## config.mk

```make
export PLATFORM = sky130hd
export DESIGN_NAME = region_cache_ctrl
export DESIGN_NICKNAME = d
export VERILOG_FILES = /design/src/rtl/rcc_pkg.sv /design/src/rtl/rcc_regs.sv /design/src/rtl/rcc_region_lookup.sv /design/src/rtl/region_cache_ctrl.sv
export SDC_FILE = /design/constraint.sdc
export NUM_CORES = 1
export LEC_CHECK = 0
export BUFFER_PORTS_ARGS = -buffer_cell sky130_fd_sc_hd__buf_4
export CORE_ASPECT_RATIO = 1.4
export CORE_MARGIN = 3
export CORE_UTILIZATION = 44
export CTS_BUF_LIST = sky130_fd_sc_hd__clkbuf_4
export DETAILED_ROUTE_END_ITERATION = 16
export PLACE_DENSITY_LB_ADDON = 0.1
export SYNTH_ARGS = -nofsm -noshare
export SYNTH_HDL_FRONTEND = slang
export SYNTH_SLANG_ARGS = --single-unit
```

## constraint.sdc

```tcl
create_clock -name clk_i -period 1.75 [get_ports clk_i]
set_input_delay 0.175 -clock clk_i [delete_from_list [all_inputs] [get_ports clk_i]]
set_output_delay 0.175 -clock clk_i [all_outputs]
set_load 0.01 [all_outputs]
```

## src/rtl/rcc_pkg.sv

```systemverilog
package rcc_pkg;
  typedef struct packed {
    logic monitor;
    logic shared_map;
    logic cache_en;
  } ctrl_t;

  typedef enum logic [3:0] {
    REG_ID        = 4'd0,
    REG_FLUSH     = 4'd1,
    REG_CTRL      = 4'd2,
    REG_CACHEABLE = 4'd3,
    REG_UPDATE    = 4'd4,
    REG_DISRUPT   = 4'd5
  } reg_sel_e;

  localparam int unsigned NUM_MAPS = 3;
  localparam int unsigned MAP_BASE = 3;  // register number of first bitmap
  localparam int unsigned MAP_CACHE = 0;
  localparam int unsigned MAP_UPD   = 1;
  localparam int unsigned MAP_DISR  = 2;
endpackage

```

## src/rtl/rcc_regs.sv

```systemverilog
module rcc_regs
  import rcc_pkg::*;
#(
  parameter int unsigned DATA_W   = 32,
  parameter int unsigned N_REGION = 32,
  parameter logic [DATA_W-1:0] ID_VALUE = 32'h5243_0001
) (
  input  logic                                clk_i,
  input  logic                                rst_ni,
  input  logic                                req_i,
  input  logic                                we_i,
  input  logic [3:0]                          sel_i,
  input  logic [DATA_W-1:0]                   wdata_i,
  input  logic                                priv_i,
  output ctrl_t                               ctrl_o,
  output logic [NUM_MAPS-1:0][N_REGION-1:0]   map_o,
  output logic [DATA_W-1:0]                   rdata_o,
  output logic                                err_o,
  output logic                                flush_req_o
);
  logic              wr_ok, rd_ok;
  ctrl_t             ctrl_q;
  logic [DATA_W-1:0] rd_mux, rdata_q;
  logic              err_q;

  assign wr_ok = req_i & priv_i & we_i;
  assign rd_ok = req_i & priv_i & ~we_i;
  assign flush_req_o = wr_ok & (sel_i == REG_FLUSH);

  always_ff @(posedge clk_i or negedge rst_ni) begin
    if (!rst_ni) ctrl_q <= '0;
    else if (wr_ok && sel_i == REG_CTRL) ctrl_q <= ctrl_t'(wdata_i[2:0]);
  end

  for (genvar g = 0; g < NUM_MAPS; g++) begin : g_map
    always_ff @(posedge clk_i or negedge rst_ni) begin
      if (!rst_ni) map_o[g] <= '0;
      else if (wr_ok && sel_i == 4'(MAP_BASE + g)) map_o[g] <= wdata_i[N_REGION-1:0];
    end
  end

  always_comb begin
    rd_mux = '0;
    case (sel_i)
      REG_ID:        rd_mux = ID_VALUE;
      REG_CTRL:      rd_mux[2:0] = ctrl_q;
      REG_CACHEABLE: rd_mux[N_REGION-1:0] = map_o[MAP_CACHE];
      REG_UPDATE:    rd_mux[N_REGION-1:0] = map_o[MAP_UPD];
      REG_DISRUPT:   rd_mux[N_REGION-1:0] = map_o[MAP_DISR];
      default:       rd_mux = '0;
    endcase
  end

  always_ff @(posedge clk_i or negedge rst_ni) begin
    if (!rst_ni) begin
      rdata_q <= '0;
      err_q   <= 1'b0;
    end else begin
      err_q <= req_i & ~priv_i;
      if (rd_ok) rdata_q <= rd_mux;
    end
  end

  assign ctrl_o  = ctrl_q;
  assign rdata_o = rdata_q;
  assign err_o   = err_q;
endmodule

```

## src/rtl/rcc_region_lookup.sv

```systemverilog
module rcc_region_lookup
  import rcc_pkg::*;
#(
  parameter int unsigned ADDR_W     = 26,
  parameter int unsigned REGION_LSB = 21,
  parameter int unsigned N_REGION   = 32
) (
  input  logic                              valid_i,
  input  logic                              write_i,
  input  logic [ADDR_W-1:0]                 addr_i,
  input  logic                              cache_en_i,
  input  logic [NUM_MAPS-1:0][N_REGION-1:0] map_i,
  output logic                              cacheable_o,
  output logic                              upd_ok_o,
  output logic                              disrupt_o
);
  localparam int unsigned IDX_W = ADDR_W - REGION_LSB;

  logic [IDX_W-1:0] idx;
  logic [NUM_MAPS-1:0] hit;

  assign idx = addr_i[ADDR_W-1:REGION_LSB];

  for (genvar g = 0; g < NUM_MAPS; g++) begin : g_hit
    assign hit[g] = map_i[g][idx];
  end

  assign cacheable_o = valid_i & cache_en_i & hit[MAP_CACHE];
  assign upd_ok_o    = valid_i & write_i & cache_en_i & hit[MAP_UPD];
  assign disrupt_o   = valid_i & write_i & hit[MAP_DISR];
endmodule

```

## src/rtl/region_cache_ctrl.sv

```systemverilog
module region_cache_ctrl
  import rcc_pkg::*;
#(
  parameter int unsigned ADDR_W     = 26,
  parameter int unsigned REGION_LSB = 21,
  parameter int unsigned DATA_W     = 32,
  parameter logic [31:0] ID_VALUE   = 32'h5243_0001
) (
  input  logic              clk_i,
  input  logic              rst_ni,
  input  logic              cfg_req_i,
  input  logic              cfg_we_i,
  input  logic [3:0]        cfg_sel_i,
  input  logic [DATA_W-1:0] cfg_wdata_i,
  input  logic              cfg_priv_i,
  output logic [DATA_W-1:0] cfg_rdata_o,
  output logic              cfg_err_o,
  input  logic              acc_valid_i,
  input  logic              acc_write_i,
  input  logic [ADDR_W-1:0] acc_addr_i,
  output logic              cacheable_o,
  output logic              upd_ok_o,
  output logic              disrupt_o,
  output logic              flush_o,
  output logic              cache_en_o,
  output logic              shared_map_o,
  output logic              monitor_o
);
  localparam int unsigned N_REGION = 2 ** (ADDR_W - REGION_LSB);

  ctrl_t                             ctrl;
  logic [NUM_MAPS-1:0][N_REGION-1:0] maps;
  logic                              flush_req, flush_q;

  rcc_regs #(
    .DATA_W  (DATA_W),
    .N_REGION(N_REGION),
    .ID_VALUE(DATA_W'(ID_VALUE))
  ) i_regs (
    .clk_i      (clk_i),
    .rst_ni     (rst_ni),
    .req_i      (cfg_req_i),
    .we_i       (cfg_we_i),
    .sel_i      (cfg_sel_i),
    .wdata_i    (cfg_wdata_i),
    .priv_i     (cfg_priv_i),
    .ctrl_o     (ctrl),
    .map_o      (maps),
    .rdata_o    (cfg_rdata_o),
    .err_o      (cfg_err_o),
    .flush_req_o(flush_req)
  );

  rcc_region_lookup #(
    .ADDR_W    (ADDR_W),
    .REGION_LSB(REGION_LSB),
    .N_REGION  (N_REGION)
  ) i_lookup (
    .valid_i    (acc_valid_i),
    .write_i    (acc_write_i),
    .addr_i     (acc_addr_i),
    .cache_en_i (ctrl.cache_en),
    .map_i      (maps),
    .cacheable_o(cacheable_o),
    .upd_ok_o   (upd_ok_o),
    .disrupt_o  (disrupt_o)
  );

  // merged strobe: simultaneous sources give one pulse
  always_ff @(posedge clk_i or negedge rst_ni) begin
    if (!rst_ni) flush_q <= 1'b0;
    else         flush_q <= flush_req | disrupt_o;
  end

  assign flush_o      = flush_q;
  assign cache_en_o   = ctrl.cache_en;
  assign shared_map_o = ctrl.shared_map;
  assign monitor_o    = ctrl.monitor;
endmodule

```

==> results of run 1 <==
-- per-layer routing --
metal	up-vias	GRT usage (%)	share of wire (%)
met5	-	0	0
met4	0	8.21	2.2
met3	25	4.73	4.6
met2	137	41.2	52
met1	2504	31.4	42
li1	2216	-	-
-- path summary, 6_finish.rpt --
check | end | slack (ns) | cells past startpoint
max | upd_ok_o | -0.80 | 5
max in group asynchronous | i_regs.map_o[50]$_DFFE_PN0P_ | 1.12 | 3
max reg2reg | flush_o$_DFF_PN0_ | -0.09 | 5
min reg2reg | i_regs.rdata_o[14]$_DFFE_PN0P_ | 0.49 | 2
min in group asynchronous | i_regs.rdata_o[20]$_DFFE_PN0P_ | 0.15 | 3
min | flush_o$_DFF_PN0_ | 0.03 | 3
-- critical path, delay by kind of cell (launching register included) --
kind	cells	cell delay (ns)
flops	1	0.45
mux	2	0.99
simple gates	2	0.20
buf+inv	1	0.16
-- cell type report --
class                           instances  area (µm²)
Inverter                                2        7.51
Timing Repair Buffer                  235        1970
Multi-Input combinational cell        283        2880
Clock buffer                           19         143
Antenna cell                            1        2.50
Tap cell                              185         231
Fill cell                            1164        5360
Clock inverter                         12         110
Sequential cell                       133        3330
-- kinds of logic (layout without fill, tap and decap cells) --
group / count (synthesis) / after routing / synth area share (%)
compound gates: 84 / 84 / 10.3
buf+inv: 41 / 268 / 4.03
flops: 133 / 133 / 52.2
mux: 132 / 132 / 27.9
other cells: 0 / 1 / 0
simple gates: 67 / 67 / 5.48
-- synthesized netlist by cell type (2+ instances only) --
library cell,instances
a2111oi_0,3
a211oi_1,6
a221oi_1,2
a222oi_1,25
a22o_1,8
a311oi_1,2
buf_2,11
buf_4,10
buf_6,4
clkbuf_1,11
dfrtp_1,133
inv_1,2
mux2_1,5
mux2_2,96
mux2i_1,8
mux4_1,12
mux4_2,11
nand2_1,35
nand3_1,3
nand3b_1,3
nor2_1,3
nor2b_1,9
nor3_1,2
nor4_1,3
o21ai_0,33
-- placed cells by master, fill, tap and decap left out, types with 2 or more instances in the layout --
cell and count:
clkbuf_4 19, clkinv_2 2, nand3b_1 3, clkinv_4 5
mux4_1 4, nand2_1 35, inv_1 2, dfrtp_1 133
a221oi_1 2, a22o_1 8, nor2b_1 5, a222oi_1 25
buf_4 185, mux2_2 95, mux4_2 19, nor3_1 2
clkinvlp_4 3, nor2b_2 3, mux2i_1 8, o21ai_0 33
mux2_1 5, nand3_1 3, nor2_1 2, dlygate4sd3_1 41
a211oi_1 6, buf_12 8
-- through the flow --
step,utilization (%),cells,setup WS [ns]
floorplan,-,457,0.0283
global placement,56.0,788,-0.283
detailed placement,56.0,788,-0.322
CTS,61.2,865,-0.814
global route,61.8,870,-0.887
finish,61.8,870,-0.798
-- power by group through the flow --
| stage | Combinational [mW] | Sequential [mW] | Clock [mW] |
|---|---|---|---|
| after floorplan | 0.608 | 3.62 | 0 |
| after global placement | 1.27 | 3.71 | 0 |
| after detailed placement | 1.31 | 3.71 | 0 |
| after CTS | 1.43 | 3.65 | 1.96 |
| after global routing | 1.60 | 3.69 | 2.11 |
| final | 1.47 | 3.65 | 1.90 |
-- timing repair --
| action | 4_1_cts | 5_1_grt |
|---|---|---|
| setup endpoints to repair | 4 | 6 |
| pin swaps | 1 | 3 |
| buffers inserted | 6 | 5 |
| resized for setup | 14 | 12 |
| hold endpoints to repair | 237 | 0 |
| hold buffers | 41 | 0 |
-- flip-flops by register name, indices dropped and copies added (netlist names) --
signal	cells
i_regs.map_o	96
i_regs.err_o	1
i_regs.rdata_o	32
i_regs.ctrl_o	3
flush_o	1
==> out/metrics.yaml, run 1 <==
pin_count: 109
slew_headroom_pct: 64.9
syn2layout_area_growth_pct: 36.1
fin_crit_ns: 2.55
num_vias: 4882
ys.flop_type: "dfrtp_1"
end_kind: "output port"
start_util_pct: 45.4
max_clock_freq_mhz: 392
die_y_um: 148
vias_per_cell: 5.61
yosys.cell_types.count: 42
root_buffer: "clkbuf_4"
drv_slew: 0
path_max_fanout: 2
cts_sinks: 133
seq_area_frac_synth_pct: 52.2
fin_skew_ns: 0.0162
dieArea_um2: 16000
outcome: "finished, violations left"
power.share.combinational_pct: 21.0
postRouteAntennaNets: 0
p_int_mw: 5.03
place_area_um2: 7870
core-area_um2: 14000
yosysWarnings: 0
cts_tree: "yes"
worst_slack_ns: -0.798
critPathArrivalTime_ns: 2.37
reg2reg_from: "i_regs.map_o[94]$_DFFE_PN0P_"
grt_max_degree: 75
cts_made_buffers: 17
synth_nets: 526
holdWs_ns: 0.0282
clkPwrFrac_pct: 27.0
antenna_found_initial: 1
finalHoldViolCount: 0
grt_pass1_wl_um: 29300
grt_pass1_vias: 5221
rows: 51
finalWirelength_um: 18100
post_drt_wl_per_cell_um: 20.8
cpMostUsedCell: "mux4_2"
peakVddDrop_uv: 541
insertion_delay_ns: 0.58
critPathLaunch: "i_regs.map_o[55]$_DFFE_PN0P_"
crit_chain: "mux4_2 > mux4_2 > nor2b_4 > nor4_4 > buf_4"
drc: 0
seqPwrFrac_pct: 52.0
synth_top_cell_by_area: "dfrtp_1"
swShare_pct: 28.4
grt_overflow_total: 0
drtIter0Drc: 276
dp_hpwl_um: 12800
path_class: "reg -> out"
io_buffers: 87
async_reset_ff_share_pct: 100
fin_tns_setup_ns: -2.33
holdCritPathClass: "in -> reg"
power.leakage_nw: 4.07
worstPathRequired_ns: 1.57
syn_area_um2: 6370
gp_congestion: 0.832
die_w_um: 108
firstDrtPassIters: 6
synth.area.top_cells: "dfrtp_1, mux2_2, mux4_1"
synth_area_per_cell_um2: 13.9
finalSetupViolCount: 4
violations: "negative setup slack"
p_total_mw: 7.03
p_per_area_nw_per_um2: 810
startpoint_type: "flip-flop"
grt_usage_pct: 24.4
p_sw_mw: 1.99
worstHoldStart: "cfg_sel_i[0]"
ys_ff_latch: 133
clockBufferDepth: 2
critical_path.max_stage_delay_ns: 0.50
drive_above_1_share_pct: 51.9
min_period_over_period_pct: 146
fin_area_um2: 8670
synth_top_cell_area_share_pct: 52.2
cp_slowest_cell: "mux4_2"
cts.reportedPaths.clkPinSlew_ns: 0.11
htreeDepth: 4
synth_edf_count: 0
drv_cap: 0
rsz0062_at_grt: "yes"
synthCells: 457
nNetsFinal: 741
worst_slew_pin_slew_ns: 0.527
No activity file was read; power rests on OpenSTA's default activity.
==> run 2, diff against run 1 <==
--- a/config.mk
+++ b/config.mk
@@ -5,6 +5,7 @@
 export SDC_FILE = /design/constraint.sdc
 export NUM_CORES = 1
 export LEC_CHECK = 0
+export ABC_AREA = 1
 export BUFFER_PORTS_ARGS = -buffer_cell sky130_fd_sc_hd__buf_4
 export CORE_ASPECT_RATIO = 1.4
 export CORE_MARGIN = 3
==> out/metrics.yaml, run 2 <==
outcome: "finished, violations left"  # unchanged
violations: "negative setup slack"  # unchanged
power.leakage_nw: 4.24  # was 4.07 nW
synth_most_common_cell: "nand2_1"  # was dfrtp_1
holdCritPathClass: "in -> reg"  # unchanged
cts_made_buffers: 17  # unchanged
mostFrequentLayoutCells: "nand2_1, dfrtp_1, buf_4"  # was buf_4, dfrtp_1, mux2_2
pre_cts_slack_ns: 0.0344  # was -0.322 ns
drive_above_1_share_pct: 23.8  # was 51.9%
synth_commonest_cells: "nand2_1, dfrtp_1, o21ai_0"  # was dfrtp_1, mux2_2, nand2_1
final_core_util_pct: 58.1  # was 61.8%
seq_area_frac_synth_pct: 50.6  # was 52.2%
dieArea_um2: 16500  # was 16000 µm²
clockBufferDepth: 2  # unchanged
syn_area_um2: 6580  # was 6370 µm²
end_kind: "output port"  # unchanged
pin_count: 109  # unchanged
synthCells: 809  # was 457
fin_area_um2: 8470  # was 8670 µm²
postRouteAntennaNets: 0  # unchanged
cpMostUsedCell: "nand2_1"  # was mux4_2
peakVddDrop_uv: 461  # was 541 µV
path_max_fanout: 2  # unchanged
critical_path.top_delay_family: "simple AND/OR/NAND/NOR gates"  # was multiplexers
synth.area.top_cells: "dfrtp_1, nand2_1, o21ai_0"  # was dfrtp_1, mux2_2, mux4_1
rows: 52  # was 51
firstDrtPassIters: 5  # was 6
finalWirelength_um: 18900  # was 18100 µm
nNetsFinal: 1032  # was 741
worst_slew_pin_slew_ns: 0.577  # was 0.527 ns
synth_top_cell_area_share_pct: 50.6  # was 52.2%
io_buffers: 87  # unchanged
grt_max_degree: 56  # was 75
largest_register_ffs: 96  # unchanged
path_class: "reg -> out"  # unchanged
critical_path.max_stage_delay_ns: 0.40  # was 0.50 ns
worstPathRequired_ns: 1.57  # about the same
rsz0062_at_grt: "yes"  # unchanged
finalSetupViolCount: 3  # was 4
htreeDepth: 4  # unchanged
max_clock_freq_mhz: 510  # was 392 MHz
synth_area_per_cell_um2: 8.14  # was 13.9 µm²
place_area_um2: 7510  # was 7870 µm²
grt_usage_pct: 24.1  # was 24.4%
dp_hpwl_um: 12200  # was 12800 µm
ys.flop_type: "dfrtp_1"  # unchanged
fin_crit_ns: 1.96  # was 2.55 ns
vias_per_cell: 5.23  # was 5.61
final_common_cell: "nand2_1"  # was buf_4
yosys.cell_types.count: 24  # was 42
drtIter0Drc: 309  # was 276
die_y_um: 151  # was 148 µm
ys_ff_latch: 133  # unchanged
die_w_um: 109  # was 108 µm
synth_nets: 878  # was 526
syn2layout_area_growth_pct: 28.7  # was 36.1%
drc: 0  # unchanged
cts.reportedPaths.clkPinSlew_ns: 0.11  # about the same
crit_chain: "nand2_1 > nand3_1 > nand3_1 > nand2_1 > nand2_1 > nand2_1 > o21bai_2 > nor2_2 > buf_4"  # was mux4_2 > mux4_2 > nor2b_4 > nor4_4 > buf_4
grt_pass1_vias: 6248  # was 5221
synth_edf_count: 0  # unchanged
fin_skew_ns: 0.0166  # was 0.0162 ns
start_util_pct: 45.2  # was 45.4%
cp_slowest_cell: "dfrtp_1"  # was mux4_2
yosysWarnings: 0  # unchanged
largest-register: "i_regs.map_o"  # unchanged
p_per_area_nw_per_um2: 814  # was 810 nW/µm²
cts_sinks: 133  # unchanged
root_buffer: "clkbuf_4"  # unchanged
synth_top_cell_by_area: "dfrtp_1"  # unchanged
critPathArrivalTime_ns: 1.79  # was 2.37 ns
insertion_delay_ns: 0.54  # was 0.58 ns
min_period_over_period_pct: 112  # was 146%
startpoint_type: "flip-flop"  # unchanged
grt_pass1_wl_um: 30800  # was 29300 µm
core-area_um2: 14600  # was 14000 µm²
finalHoldViolCount: 0  # unchanged
cts_tree: "yes"  # unchanged
grt_overflow_total: 0  # unchanged
post_drt_wl_per_cell_um: 16.2  # was 20.8 µm
drv_cap: 0  # unchanged
critPathBufInv: 1  # unchanged
holdWs_ns: 0.0700  # was 0.0282 ns
slew_headroom_pct: 61.5  # was 64.9%
worst_slack_ns: -0.212  # was -0.798 ns
antenna_found_initial: 1  # unchanged
gp_congestion: 0.800  # was 0.832
async_reset_ff_share_pct: 100  # unchanged
num_vias: 6095  # was 4882
drv_slew: 0  # unchanged
==> run 2: layout make-up <==
class	instances	area, µm²
Multi-Input combinational cell	575	2840
Inverter	55	209
Sequential cell	133	3330
Clock buffer	18	135
Clock inverter	13	116
Timing Repair Buffer	181	1600
Tap cell	189	236
Antenna cell	1	2.50
Fill cell	1340	6110
==> run 2: where the power goes <==
group          leakage, nW  internal [mW]  switching [mW]
Sequential            1.79           3.41           0.248
Combinational         2.32          0.632           0.667
Clock                0.133          0.822            1.12
Total                 4.24           4.86            2.03
==> run 2: path summary, 6_finish.rpt <==
| path | depth (start not counted) | start | slack [ns] | end |
|---|---|---|---|---|
| min reg2reg | 2 | i_regs.map_o[34]$_DFFE_PN0P_ | 0.50 | i_regs.map_o[34]$_DFFE_PN0P_ |
| min in group asynchronous | 2 | rst_ni | 0.13 | i_regs.map_o[7]$_DFFE_PN0P_ |
| max in group asynchronous | 3 | rst_ni | 1.00 | i_regs.map_o[2]$_DFFE_PN0P_ |
| min | 5 | cfg_sel_i[0] | 0.07 | flush_o$_DFF_PN0_ |
| max | 9 | i_regs.map_o[22]$_DFFE_PN0P_ | -0.21 | cacheable_o |
| max reg2reg | 9 | i_regs.map_o[89]$_DFFE_PN0P_ | 0.50 | flush_o$_DFF_PN0_ |
==> run 2: cell families (layout without fill, tap and decap cells) <==
logic type | after synthesis | after routing | synth area share [%]
buf+inv | 101 | 267 | 7.59
flops | 133 | 133 | 50.6
compound gates | 138 | 138 | 11.0
mux | 29 | 29 | 4.96
other cells | 0 | 1 | 0
simple gates | 408 | 408 | 25.9
==> run 2: per-layer routing <==
metal	vias to the layer above	GRT usage (%)	wire (µm)
met3	35	4.20	1020
met5	-	0	0
li1	2939	-	-
met4	0	8.05	357
met2	207	42.5	9630
met1	2914	29.6	7900
==> run 2: through the flow <==
stage	setup TNS (ns)	total power [mW]	instances
floorplan	0	4.28	809
global placement	0	4.74	1064
detailed placement	0	4.78	1064
CTS	-0.558	6.89	1159
global route	-0.858	7.28	1165
finish	-0.473	6.90	1165
==> run 2: worst reg2reg max path: cells and delay by family (launching register included) <==
kind          cells  cell delay (ns)
buf+inv           1             0.12
flops             1             0.41
simple gates      8             0.63
==> run 2: repair_timing <==
item                                    in CTS  in global routing
hold buffers                                39                  0
pin swaps                                   21                 10
endpoints found under the hold margin      163                  0
gates resized for setup                      8                 24
setup buffers                               25                  5
endpoints found under the setup margin       3                  3
==> run 3, diff against run 2 <==
--- a/config.mk
+++ b/config.mk
@@ -9,9 +9,10 @@
 export BUFFER_PORTS_ARGS = -buffer_cell sky130_fd_sc_hd__buf_4
 export CORE_ASPECT_RATIO = 1.4
 export CORE_MARGIN = 3
-export CORE_UTILIZATION = 44
+export CORE_UTILIZATION = 45
 export CTS_BUF_LIST = sky130_fd_sc_hd__clkbuf_4
 export DETAILED_ROUTE_END_ITERATION = 16
+export GPL_TIMING_DRIVEN = 0
 export PLACE_DENSITY_LB_ADDON = 0.1
 export SYNTH_ARGS = -nofsm -noshare
 export SYNTH_HDL_FRONTEND = slang
==> out/metrics.yaml, run 3 (synthesis gave the netlist of run 2 again) <==
path_class: "reg -> out"  # unchanged
final_cells: 1164  # was 1165
cts_sinks: 133  # unchanged
num-fill-cells: 1318  # was 1340
gp_congestion: 0.915  # was 0.800
start_util_pct: 46.7  # was 45.2%
post_drt_wl_per_cell_um: 18.6  # was 16.2 µm
grt_pass1_wl_um: 34300  # was 30800 µm
io_buffers: 87  # unchanged
htreeDepth: 4  # unchanged
clockBufferDepth: 2  # unchanged
cts_tree: "yes"  # unchanged
finalWirelength_um: 21600  # was 18900 µm
drtIter0Drc: 565  # was 309
drv_cap: 0  # unchanged
antenna_found_initial: 1  # unchanged
finalSetupViolCount: 3  # unchanged
grt_overflow_total: 0  # unchanged
min_path_cells: 5  # unchanged
placed_cells: 1082  # was 1064
cts_made_buffers: 17  # unchanged
die_y_um: 149  # was 151 µm
slew_headroom_pct: 58.7  # was 61.5%
holdCritPathClass: "in -> reg"  # unchanged
worst_slew_pin_slew_ns: 0.620  # was 0.577 ns
path_max_fanout: 3  # was 2
fin_crit_ns: 1.99  # was 1.96 ns
startpoint_type: "flip-flop"  # unchanged
min_period_over_period_pct: 113  # was 112%
mostFrequentLayoutCells: "nand2_1, dfrtp_1, buf_4"  # unchanged
pre_cts_slack_ns: -0.0595  # was 0.0344 ns
largest_register_ffs: 96  # unchanged
syn2layout_area_growth_pct: 26.9  # was 28.7%
nNetsFinal: 1034  # was 1032
drc: 0  # unchanged
p_per_area_nw_per_um2: 872  # was 814 nW/µm²
final_common_cell: "nand2_1"  # unchanged
grt_max_degree: 79  # was 56
dieArea_um2: 16100  # was 16500 µm²
finalHoldViolCount: 0  # unchanged
rows: 51  # was 52
power.leakage_nw: 4.19  # was 4.24 nW
critPathArrivalTime_ns: 1.81  # was 1.79 ns
reg2reg_depth: 9  # unchanged
p_total_mw: 7.28  # was 6.90 mW
end_kind: "output port"  # unchanged
firstDrtPassIters: 8  # was 5
rsz0062_at_grt: "yes"  # unchanged
worstPathRequired_ns: 1.57  # about the same
dp_hpwl_um: 14700  # was 12200 µm
die_w_um: 108  # was 109 µm
max_clock_freq_mhz: 504  # was 510 MHz
worst_slack_ns: -0.236  # was -0.212 ns
violations: "negative setup slack"  # unchanged
cts.reportedPaths.clkPinSlew_ns: 0.12  # was 0.11 ns
peakVddDrop_uv: 639  # was 461 µV
core-area_um2: 14100  # was 14600 µm²
insertion_delay_ns: 0.54  # about the same
root_buffer: "clkbuf_4"  # unchanged
drv_slew: 0  # unchanged
pin_count: 109  # unchanged
vias_per_cell: 5.51  # was 5.23
drive_above_1_share_pct: 23.0  # was 23.8%
grt_pass1_vias: 6487  # was 6248
fin_skew_ns: 0.0150  # was 0.0166 ns
final_core_util_pct: 59.2  # was 58.1%
num_vias: 6408  # was 6095
grt_usage_pct: 28.0  # was 24.1%
postRouteAntennaNets: 0  # unchanged
largest-register: "i_regs.map_o"  # unchanged
outcome: "finished, violations left"  # unchanged
run 3: changes by cell type in the layout (fill, tap and decap cells not counted), moves of 5 or more:
cell      before  now
buf_4        129  104
buf_12        11    0
clkinv_1       6    1
clkbuf_1       0    5
buf_6          2    9
buf_2          0   25
run 3: layout make-up:
type                    count  area [µm²]  area share [%]
flip-flops and latches    133        3330            39.9
diodes                      1        2.50          0.0300
well taps                 185         231            2.77
clock inverters            15         201            2.41
multi-input cells         575        2810            33.6
clock buffers              17         128            1.53
plain buffers              46         290            3.48
inverters                  55         209            2.50
repair buffers            137        1150            13.8
run 3: worst paths after layout:
kind,startpoint,end,slack [ns]
setup / recovery,i_regs.map_o[29]$_DFFE_PN0P_,cacheable_o,-0.24
hold reg to reg,i_regs.map_o[58]$_DFFE_PN0P_,i_regs.map_o[58]$_DFFE_PN0P_,0.50
setup reg to reg,i_regs.map_o[77]$_DFFE_PN0P_,flush_o$_DFF_PN0_,0.41
max in group asynchronous,rst_ni,i_regs.map_o[84]$_DFFE_PN0P_,0.81
min in group asynchronous,rst_ni,i_regs.map_o[36]$_DFFE_PN0P_,0.16
hold / removal,cfg_sel_i[0],flush_o$_DFF_PN0_,0.05
run 3: report_power, final:
part,leakage [nW],switching (mW),internal [mW]
combinational,2.23,0.657,0.542
sequential,1.79,0.285,3.41
clock,0.171,1.24,1.15
run 3: critical path: stages, from the launching register on:
cell and delay, ns:
dfrtp_1 0.41, nand2_1 0.08, nand3_1 0.09, nand3_1 0.09
a21oi_1 0.21, o21bai_2 0.11, nor2_2 0.14, buf_4 0.15
run 3: per-stage QoR:
step / hold slack, ns / cell area, µm² / setup TNS [ns]
detailed placement: 0.171 / 7500 / -0.125
global route: 0.0589 / 8350 / -0.935
CTS: 0.0199 / 8260 / -0.691
global placement: 0.336 / 7470 / -0.0862
finish: 0.0498 / 8350 / -0.635
floorplan: -0.121 / 6580 / 0
run 3: per-layer routing:
| metal | wire length, µm | up-vias | part of all wire (%) | global-route usage (%) |
|---|---|---|---|---|
| li1 | - | 2955 | - | - |
| met1 | 8520 | 3024 | 39 | 34.2 |
| met2 | 10700 | 350 | 49 | 47.3 |
| met3 | 1510 | 79 | 7.0 | 4.89 |
| met4 | 924 | 0 | 4.3 | 14.3 |
| met5 | 0 | - | 0 | 0 |
run 3: timing repair:
action	4_1_cts	5_1_grt
cloned	0	0
setup buffers	3	7
hold buffers	39	0
setup endpoints to repair	3	9
hold endpoints to repair	159	0
pin swaps	2	10
resized for setup	6	17
